--- config.mk ---
export PLATFORM = sky130hd
export DESIGN_NAME = sdc_top
export DESIGN_NICKNAME = d
export VERILOG_FILES = /design/src/rtl/sdc_pkg.sv /design/src/rtl/sdc_cfg_regs.sv /design/src/rtl/sdc_cd_gate.sv /design/src/rtl/sdc_pd_sleep.sv /design/src/rtl/sdc_top.sv
export SDC_FILE = /design/constraint.sdc
export NUM_CORES = 1
export LEC_CHECK = 0
export BUFFER_PORTS_ARGS = -buffer_cell sky130_fd_sc_hd__buf_2
export CAP_MARGIN = 5
export CORE_AREA = 2 2 98 100
export CTS_CLUSTER_SIZE = 24
export DETAILED_ROUTE_END_ITERATION = 12
export DIE_AREA = 0 0 100 102
export GPL_ROUTABILITY_DRIVEN = 0
export PLACE_DENSITY_LB_ADDON = 0.08
export SLEW_MARGIN = 20
export SYNTH_ARGS = -nofsm -noshare
export SYNTH_HDL_FRONTEND = slang
export SYNTH_SLANG_ARGS = --single-unit
--- constraint.sdc ---
create_clock -name clk -period 1.7 [get_ports clk]
set_input_delay 0.255 -clock clk [delete_from_list [all_inputs] [get_ports clk]]
set_output_delay 0.255 -clock clk [all_outputs]
set_load 0.01 [all_outputs]
--- src/rtl/sdc_pkg.sv ---
package sdc_pkg;
  typedef enum logic [0:0] {
    CFG_DEP  = 1'b0,
    CFG_MASK = 1'b1
  } cfg_sel_e;

  function automatic int max2(input int a, input int b);
    return (a > b) ? a : b;
  endfunction

  function automatic int idx_width(input int n);
    return (n > 1) ? $clog2(n) : 1;
  endfunction
endpackage

--- src/rtl/sdc_cfg_regs.sv ---
module sdc_cfg_regs #(
  parameter int N_PD   = 4,
  parameter int N_CD   = 8,
  parameter int N_INIT = 2,
  parameter int IDX_W  = 3,
  parameter int CW     = 4
) (
  input  logic                       clk,
  input  logic                       rst_n,
  input  logic                       cfg_we,
  input  logic                       cfg_sel,
  input  logic [IDX_W-1:0]           cfg_idx,
  input  logic [CW-1:0]              cfg_wdata,
  output logic [N_PD*N_PD-1:0]       dep_mat,
  output logic [N_CD*(N_INIT+1)-1:0] mask_flat
);
  import sdc_pkg::*;
  localparam int MW = N_INIT + 1;
  localparam logic [MW-1:0] MASK_RST = {1'b0, {N_INIT{1'b1}}};

  for (genvar p = 0; p < N_PD; p++) begin : g_dep
    wire dep_hit = cfg_we && (cfg_sel == CFG_DEP) && (cfg_idx == IDX_W'(p));
    always_ff @(posedge clk or negedge rst_n) begin
      if (!rst_n)       dep_mat[p*N_PD +: N_PD] <= '0;
      else if (dep_hit) dep_mat[p*N_PD +: N_PD] <= cfg_wdata[N_PD-1:0];
    end
  end

  for (genvar c = 0; c < N_CD; c++) begin : g_mask
    wire mask_hit = cfg_we && (cfg_sel == CFG_MASK) && (cfg_idx == IDX_W'(c));
    always_ff @(posedge clk or negedge rst_n) begin
      if (!rst_n)        mask_flat[c*MW +: MW] <= MASK_RST;
      else if (mask_hit) mask_flat[c*MW +: MW] <= cfg_wdata[MW-1:0];
    end
  end

  a_r6_dep_reset_clear: assert property (@(posedge clk)
    $rose(rst_n) |-> (dep_mat == '0));
endmodule

--- src/rtl/sdc_cd_gate.sv ---
module sdc_cd_gate #(
  parameter int N_INIT = 2,
  parameter int N_TGT  = 2
) (
  input  logic              clk,
  input  logic              rst_n,
  input  logic [N_INIT-1:0] stby_i,
  input  logic [N_TGT-1:0]  idle_i,
  input  logic [N_TGT-1:0]  pend_i,
  input  logic              comp_idle_i,
  input  logic [N_INIT:0]   mask_i,
  input  logic              dep_ok_i,
  output logic              muted_o,
  output logic              gate_en_o
);
  function automatic logic f_local_ok(input logic [N_INIT-1:0] s,
                                      input logic [N_TGT-1:0] idl,
                                      input logic [N_TGT-1:0] pnd);
    return (&s) && (&(idl & ~pnd));
  endfunction

  function automatic logic f_muted(input logic [N_INIT:0] m,
                                   input logic [N_INIT-1:0] s,
                                   input logic ci);
    return &(~m | {ci, s});
  endfunction

  logic local_ok, cond, cond_q;

  assign local_ok  = f_local_ok(stby_i, idle_i, pend_i);
  assign muted_o   = f_muted(mask_i, stby_i, comp_idle_i);
  assign cond      = local_ok && dep_ok_i;
  assign gate_en_o = cond && cond_q;

  always_ff @(posedge clk or negedge rst_n) begin
    if (!rst_n) cond_q <= 1'b0;
    else        cond_q <= cond;
  end

  a_r1_gate_needs_standby: assert property (@(posedge clk) disable iff (!rst_n)
    gate_en_o |-> (&stby_i));
  a_r2_gate_needs_idle_targets: assert property (@(posedge clk) disable iff (!rst_n)
    gate_en_o |-> ((&idle_i) && !(|pend_i)));
  a_r7_gate_needs_history: assert property (@(posedge clk) disable iff (!rst_n)
    $rose(gate_en_o) |-> $past(local_ok && dep_ok_i));
  a_r5_zero_mask_muted: assert property (@(posedge clk) disable iff (!rst_n)
    (mask_i == '0) |-> muted_o);
endmodule

--- src/rtl/sdc_pd_sleep.sv ---
module sdc_pd_sleep #(
  parameter int CD_PER_PD = 2
) (
  input  logic                 clk,
  input  logic                 rst_n,
  input  logic [CD_PER_PD-1:0] gate_en_i,
  output logic                 sleep_o,
  output logic                 sleep_evt_o
);
  logic all_gated;
  assign all_gated = &gate_en_i;

  always_ff @(posedge clk or negedge rst_n) begin
    if (!rst_n) begin
      sleep_o     <= 1'b0;
      sleep_evt_o <= 1'b0;
    end else begin
      sleep_o     <= all_gated;
      sleep_evt_o <= all_gated ^ sleep_o;
    end
  end

  a_r9_event_on_change: assert property (@(posedge clk) disable iff (!rst_n)
    (sleep_o != $past(sleep_o)) |-> sleep_evt_o);
  a_r9_no_event_when_steady: assert property (@(posedge clk) disable iff (!rst_n)
    (sleep_o == $past(sleep_o)) |-> !sleep_evt_o);
  a_r8_sleep_tracks_gates: assert property (@(posedge clk) disable iff (!rst_n)
    all_gated |=> sleep_o);
endmodule

--- src/rtl/sdc_top.sv ---
module sdc_top #(
  parameter int N_PD      = 4,
  parameter int CD_PER_PD = 2,
  parameter int N_INIT    = 2,
  parameter int N_TGT     = 2,
  localparam int N_CD  = N_PD * CD_PER_PD,
  localparam int IDX_W = sdc_pkg::idx_width(sdc_pkg::max2(N_PD, N_CD)),
  localparam int CW    = sdc_pkg::max2(N_PD, N_INIT + 1)
) (
  input  logic                    clk,
  input  logic                    rst_n,
  input  logic                    cfg_we,
  input  logic                    cfg_sel,
  input  logic [IDX_W-1:0]        cfg_idx,
  input  logic [CW-1:0]           cfg_wdata,
  input  logic [N_CD*N_INIT-1:0]  init_stby,
  input  logic [N_CD*N_TGT-1:0]   tgt_idle,
  input  logic [N_CD*N_TGT-1:0]   tgt_pend,
  input  logic [N_CD-1:0]         comp_idle,
  output logic [N_CD-1:0]         cd_muted,
  output logic [N_CD-1:0]         cd_gate_en,
  output logic [N_PD-1:0]         pd_sleep,
  output logic [N_PD-1:0]         pd_sleep_evt
);
  localparam int MW = N_INIT + 1;

  logic [N_PD*N_PD-1:0] dep_mat;
  logic [N_CD*MW-1:0]   mask_flat;
  logic [N_PD-1:0]      pd_muted;
  logic [N_PD-1:0]      dep_ok;

  sdc_cfg_regs #(
    .N_PD(N_PD), .N_CD(N_CD), .N_INIT(N_INIT), .IDX_W(IDX_W), .CW(CW)
  ) cfg_i (
    .clk(clk), .rst_n(rst_n), .cfg_we(cfg_we), .cfg_sel(cfg_sel),
    .cfg_idx(cfg_idx), .cfg_wdata(cfg_wdata),
    .dep_mat(dep_mat), .mask_flat(mask_flat)
  );

  for (genvar p = 0; p < N_PD; p++) begin : g_pd
    assign pd_muted[p] = &cd_muted[p*CD_PER_PD +: CD_PER_PD];
    assign dep_ok[p]   = &(~dep_mat[p*N_PD +: N_PD] | pd_muted);

    sdc_pd_sleep #(.CD_PER_PD(CD_PER_PD)) sleep_i (
      .clk(clk), .rst_n(rst_n),
      .gate_en_i(cd_gate_en[p*CD_PER_PD +: CD_PER_PD]),
      .sleep_o(pd_sleep[p]), .sleep_evt_o(pd_sleep_evt[p])
    );
  end

  for (genvar c = 0; c < N_CD; c++) begin : g_cd
    localparam int OWNER = c / CD_PER_PD;

    sdc_cd_gate #(.N_INIT(N_INIT), .N_TGT(N_TGT)) gate_i (
      .clk(clk), .rst_n(rst_n),
      .stby_i(init_stby[c*N_INIT +: N_INIT]),
      .idle_i(tgt_idle[c*N_TGT +: N_TGT]),
      .pend_i(tgt_pend[c*N_TGT +: N_TGT]),
      .comp_idle_i(comp_idle[c]),
      .mask_i(mask_flat[c*MW +: MW]),
      .dep_ok_i(dep_ok[OWNER]),
      .muted_o(cd_muted[c]),
      .gate_en_o(cd_gate_en[c])
    );

    a_r3_depended_domains_muted: assert property (@(posedge clk) disable iff (!rst_n)
      cd_gate_en[c] |-> ((dep_mat[OWNER*N_PD +: N_PD] & ~pd_muted) == '0));
  end
endmodule

==> results of run 1 <==
per-layer routing:
layer	up-vias	share of wire, %	global-route usage, %
met4	0	1.0	3.48
met3	6	5.2	3.08
met2	57	47	22.0
met5	-	0	0
li1	1112	-	-
met1	1134	47	19.6
stage by stage:
step	utilization [%]	power [mW]
3_5_place_dp	38.8	2.79
3_3_place_gp	38.8	2.77
4_1_cts	41.6	3.79
2_1_floorplan	-	2.32
5_1_grt	43.7	4.23
6_report	43.7	4.00
state kept, by name (all words and copies together) (netlist names):
register,cells
cfg_i.mask_flat,24
cfg_i.dep_mat,16
g_cd.gate_i.cond_q,8
g_pd.sleep_i.sleep_evt_o,4
g_pd.sleep_i.sleep_o,4
path summary, 6_finish.rpt:
path | from | endpoint | slack (ns) | cells past startpoint
setup / recovery | cfg_i.mask_flat[15] | cd_gate_en[2] | -0.25 | 6
hold / removal | init_stby[2] | g_cd[1].gate_i.cond_q | 0.18 | 3
setup reg to reg | cfg_i.mask_flat[15] | g_pd[3].sleep_i.sleep_evt_o | -0.05 | 8
hold reg to reg | g_pd[3].sleep_i.sleep_o | g_pd[3].sleep_i.sleep_evt_o | 0.46 | 1
max in group asynchronous | rst_n | cfg_i.mask_flat[7] | 0.70 | 3
min in group asynchronous | rst_n | g_pd[2].sleep_i.sleep_evt_o | 0.41 | 2
cell usage in the layout, fill, tap and decap left out:
master and instances:
buf_12 2, buf_2 85, buf_4 26, buf_6 18
clkbuf_1 1, clkbuf_8 6, clkinvlp_4 1, dfrtp_1 40
dfstp_2 16, dlygate4sd3_1 1, inv_1 14, inv_2 14
mux2_2 28, nand2_1 14, nand2b_1 7, nand2b_4 1
nand3_1 9, nand3b_1 2, nand4_1 4, nand4_2 1
nand4_4 3, nor2_1 18, nor2_2 2, nor3_1 2
nor3_2 3, nor3b_1 1, nor4_4 4, nor4bb_1 8
o21ai_0 12, o21ai_1 1, o21ai_2 15, o221ai_2 1
o221ai_4 7, or2b_1 3, or3_1 2, xor2_1 4
cells by family (layout without fill, tap and decap cells):
| logic type | after synthesis | after routing | share of synthesized area, % |
|---|---|---|---|
| and+or+nand+nor | 84 | 84 | 19.0 |
| xor gates and xnor gates | 4 | 4 | 1.22 |
| muxes | 28 | 28 | 11.0 |
| AOI/OAI and AO/OA | 36 | 36 | 8.86 |
| DFF | 56 | 56 | 49.6 |
| buffers and inverters | 55 | 168 | 10.3 |
power by group through the flow:
| stage | combinational (mW) | sequential (mW) | clock (mW) |
|---|---|---|---|
| 2_1_floorplan | 0.621 | 1.70 | 0 |
| 4_1_cts | 1.26 | 1.72 | 0.804 |
| 3_5_place_dp | 1.05 | 1.73 | 0 |
| 3_3_place_gp | 1.05 | 1.73 | 0 |
| 5_1_grt | 1.61 | 1.77 | 0.859 |
| 6_report | 1.48 | 1.74 | 0.776 |
tightest hold or removal path: cells and delay by family:
kind          cells  cell delay (ns)
buf+inv           1             0.11
simple gates      2             0.11
layout make-up:
class | instances | area, µm²
clock buffer | 7 | 86.3
clock inverter | 1 | 7.51
fill | 917 | 5130
inverter | 28 | 105
multi-input combinational | 152 | 1350
sequential | 56 | 1420
tap | 111 | 139
timing repair buffer | 132 | 873
what timing repair did:
item / CTS / global route
resized for setup: 38 / 40
endpoints found under the hold margin: 11 / 0
endpoints found under the setup margin: 20 / 25
pin swaps: 5 / 13
setup buffers: 5 / 9
hold buffers: 1 / 0
==> qor.csv, run 1 <==
metric,value,unit
dpl.hpwl,5150,µm
cp-end-kind,primary output,
dieArea,0.0102,mm²
hold_path_class,in -> reg,
critPathMaxStageDelay,0.38,ns
numCtsBuffers,5,
io_buffers,90,
hold_viol,0,
synth_cell_type_count,24,
dieHeight,102,µm
finalWirelength,7040,µm
switching_share,31.5,%
fin_hold_ws,0.180,ns
synth_area_leaders,"dfrtp_1, dfstp_2, mux2_2",
fmax,512,MHz
vias,2309,
power.leakage,1.85,nW
power_frac_seq,43.5,%
rsz0062_at_grt,yes,
detail_route.wl_per_cell,14.5,µm
place_area,0.00353,mm²
fin_area,0.00398,mm²
fin_nets,442,
synth.largest_area_cell,dfrtp_1,
period_share,115,%
cp_cell_sequence,or2b_1 > o221ai_4 > o21ai_2 > nand4_4 > nor3_2 > buf_2,
pin_count,91,
finalCriticalPeriod,1.95,ns
p_int,2.74,mW
status,"finished, violations left",
antenna_found_initial,0,
cap_violations,0,
route.detailed.drc,0,
slowest_stage,dfstp_2,
slew_viol_final,0,
grt_pass1_wl,11000,µm
stdcell_count,487,
core_area,0.00911,mm²
setup-violations-final,16,
fin_skew,0.0149,ns
cp.buffers_inverters,1,
drive_gt1_share,62.0,%
grt_max_degree,24,
overflow,0,
grt_usage,13.9,%
synth-edff-count,0,
power_density,1000,mW/mm²
drt_iter0_drc,39,
violations,negative setup slack,
critPathTopFamily,simple AND/OR/NAND/NOR gates,
synth_seq_area_share,49.6,%
critPathKind,reg -> out,
clock_path_buffers,2,
netlist_area,0.00287,mm²
cp.required,1.44,ns
synth_top_area_share,34.9,%
htreeDepth,2,
syn_nets,330,
initial_core_util,31.5,%
grt_pass1_vias,2191,
dr.pass1.iters,4,
critPathMaxFanout,5,
postRouteAntennaNets,0,
synthTopCellsByCount,"dfrtp_1, inv_1, mux2_2",
synthCells,263,
clk_latency,0.32,ns
cp-start-kind,flip-flop,
p_clk_share,19.4,%
maxSlewHeadroom,68.1,%
ys_ff_latch,56,
power.switching,1.26,mW
setup_slack,-0.252,ns
ys.flop_type,dfrtp_1,
dp_slack,-0.149,ns
power_frac_comb,37.1,%
dieWidth,100,µm
root_buffer,clkbuf_8,
critPathArrivalTime,1.70,ns
tns,-2.41,ns
clk_pin_slew,0.11,ns
worstMarginPinSlew,0.479,ns
rows,35,
antenna_cells,0,
cts_tree,yes,
synth_most_common_cell,dfrtp_1,
ir_worst_vdd,390,µV
dp.cells,469,
ys_warn_count,0,
syn_area_per_cell,10.9,µm²
cts_num_sinks,56,
via_per_inst,4.74,
postSynth.asyncResetShare,100,%
synthToLayoutAreaGrowth,38.7,%
Note: power is estimated with default switching activity, not from simulation.
==> run 2, diff against run 1 <==
==> constraint.sdc (replaced) <==
create_clock -name clk -period 2.5 [get_ports clk]
set_input_delay 0.375 -clock clk [delete_from_list [all_inputs] [get_ports clk]]
set_output_delay 0.375 -clock clk [all_outputs]
set_load 0.01 [all_outputs]
==> qor.csv, run 2 (same netlist as run 1, synthesis figures left out) <==
metric,value,unit,change
grt_pass1_wl,10500,µm,-4.8%
critPathMaxStageDelay,0.38,ns,about the same
cp-start-kind,flip-flop,,
root_buffer,clkbuf_8,,
final_common_cell,buf_2,,
fin_nets,401,,-9.3%
largest_register,cfg_i.mask_flat,,
synthToLayoutAreaGrowth,17.5,%,
worstMarginPinSlew,0.743,ns,+0.264 ns
cp_cell_sequence,or2b_1 > o221ai_2 > o21ai_0 > nand4_2 > nor3_1 > buf_2,,
clk_pin_slew,0.10,ns,about the same
grt-busiest-layer,met2,,
slew_viol_final,0,,unchanged
dieHeight,102,µm,unchanged
period_share,90.1,%,
grt_use_met1,19.1,%,-0.46 points
dpl.hpwl,4760,µm,-7.6%
pin_count,91,,unchanged
grt_max_degree,57,,+140%
cp-end-kind,primary output,,
dieArea,0.0102,mm²,unchanged
htreeDepth,2,,unchanged
postRouteAntennaNets,0,,unchanged
via_per_inst,4.69,,-1.2%
setup-violations-final,0,,-16
antenna_cells,0,,unchanged
cts_num_sinks,56,,unchanged
critPathMaxFanout,5,,unchanged
hold_viol,0,,unchanged
clk_latency,0.31,ns,about the same
slowest_stage,dfstp_2,,
route.detailed.drc,0,,unchanged
worstReg2RegStart,cfg_i.mask_flat[15],,
overflow,0,,unchanged
gr-usage-met3,2.67,%,-0.41 points
fmax,444,MHz,
finalWirelength,6640,µm,-5.7%
status,completed,,
drt_iter0_drc,58,,+49%
drive_gt1_share,46.9,%,-15 points
dieWidth,100,µm,unchanged
core_area,0.00911,mm²,unchanged
rsz0062_at_grt,no,,
finalPower,2.26,mW,-43%
numCtsBuffers,5,,unchanged
tns,0,ns,+2.41 ns
final_cell_mix,"buf_2, dfrtp_1, inv_1, mux2_2, o21ai_0",,
io_buffers,90,,unchanged
initial_core_util,31.5,%,unchanged
antenna_found_initial,0,,unchanged
crit_start,cfg_i.mask_flat[15],,
power_density,671,mW/mm²,-33%
critPathKind,reg -> out,,
hold_path_class,in -> async,,
largest_reg_flops,24,,unchanged
reg_top3,"cfg_i.mask_flat x24, cfg_i.dep_mat x16, g_cd.gate_i.cond_q x8",,
ir_worst_vdd,283,µV,-28%
use_met2,20.6,%,-1.5 points
maxSlewHeadroom,50.5,%,-18 points
cap_violations,0,,unchanged
grt_usage,13.3,%,-0.60 points
cp.required,2.12,ns,+0.68 ns
cts_tree,yes,,
critPathArrivalTime,1.88,ns,+0.18 ns
rows,35,,unchanged
detail_route.wl_per_cell,14.9,µm,+3.0%
grt_pass1_vias,2004,,-8.5%
fin_skew,0.00703,ns,-0.00783 ns
finalCriticalPeriod,2.25,ns,
power.leakage,1.60,nW,-13%
vias,2090,,-9.5%
dr.pass1.iters,4,,unchanged
postCtsSetupRepairBufs,0,,-5
clock_path_buffers,2,,unchanged
run 2: worst paths after layout:
path | to | slack, ns | depth (start not counted)
setup / recovery | cd_gate_en[0] | 0.25 | 6
hold / removal | g_pd[2].sleep_i.sleep_evt_o | 0.18 | 2
setup reg to reg | g_pd[0].sleep_i.sleep_evt_o | 0.74 | 6
hold reg to reg | g_pd[1].sleep_i.sleep_evt_o | 0.46 | 1
max in group asynchronous | cfg_i.mask_flat[23] | 1.79 | 2
min in group clk | g_cd[1].gate_i.cond_q | 0.30 | 3
run 2: cell type report:
cell class              count  area [µm²]
fillers                   980        5740
flip-flops and latches     56        1420
multi-input cells         152        1160
repair buffers             91         458
well taps                 111         139
inverters                  28         105
clock buffers               8        90.1
run 2: timing repair:
item,in CTS,in global routing
hold buffers,0,0
gates resized for setup,0,1
setup endpoints to repair,0,8
run 2: through the flow:
step,cells,utilization [%],cell area [µm²],hold slack (ns),setup slack [ns]
global route,446,37.0,3370,0.253,0.0763
global placement,438,35.9,3270,0.449,0.437
detailed placement,438,35.9,3270,0.450,0.444
CTS,446,36.9,3360,0.230,0.0902
finish,446,37.0,3370,0.178,0.247
floorplan,263,-,2870,0.0794,0.830
run 2: layer usage:
metal	share of wire [%]	up-vias	routed length (µm)
li1	-	1025	-
met1	50	1003	3300
met2	44	58	2950
met3	5.0	4	332
met4	0.93	0	62
met5	0	-	0
run 2: power by group:
part | switching [mW] | total [mW] | internal (mW)
clock | 0.295 | 0.523 | 0.227
sequential | 0.0562 | 1.16 | 1.10
combinational | 0.337 | 0.584 | 0.247
total | 0.689 | 2.26 | 1.57
run 2: critical path, delay by kind of cell (launching register included):
| family | cells | cell delay [ns] |
|---|---|---|
| simple gates | 3 | 0.60 |
| flops | 1 | 0.38 |
| buf+inv | 1 | 0.16 |
| compound gates | 2 | 0.44 |
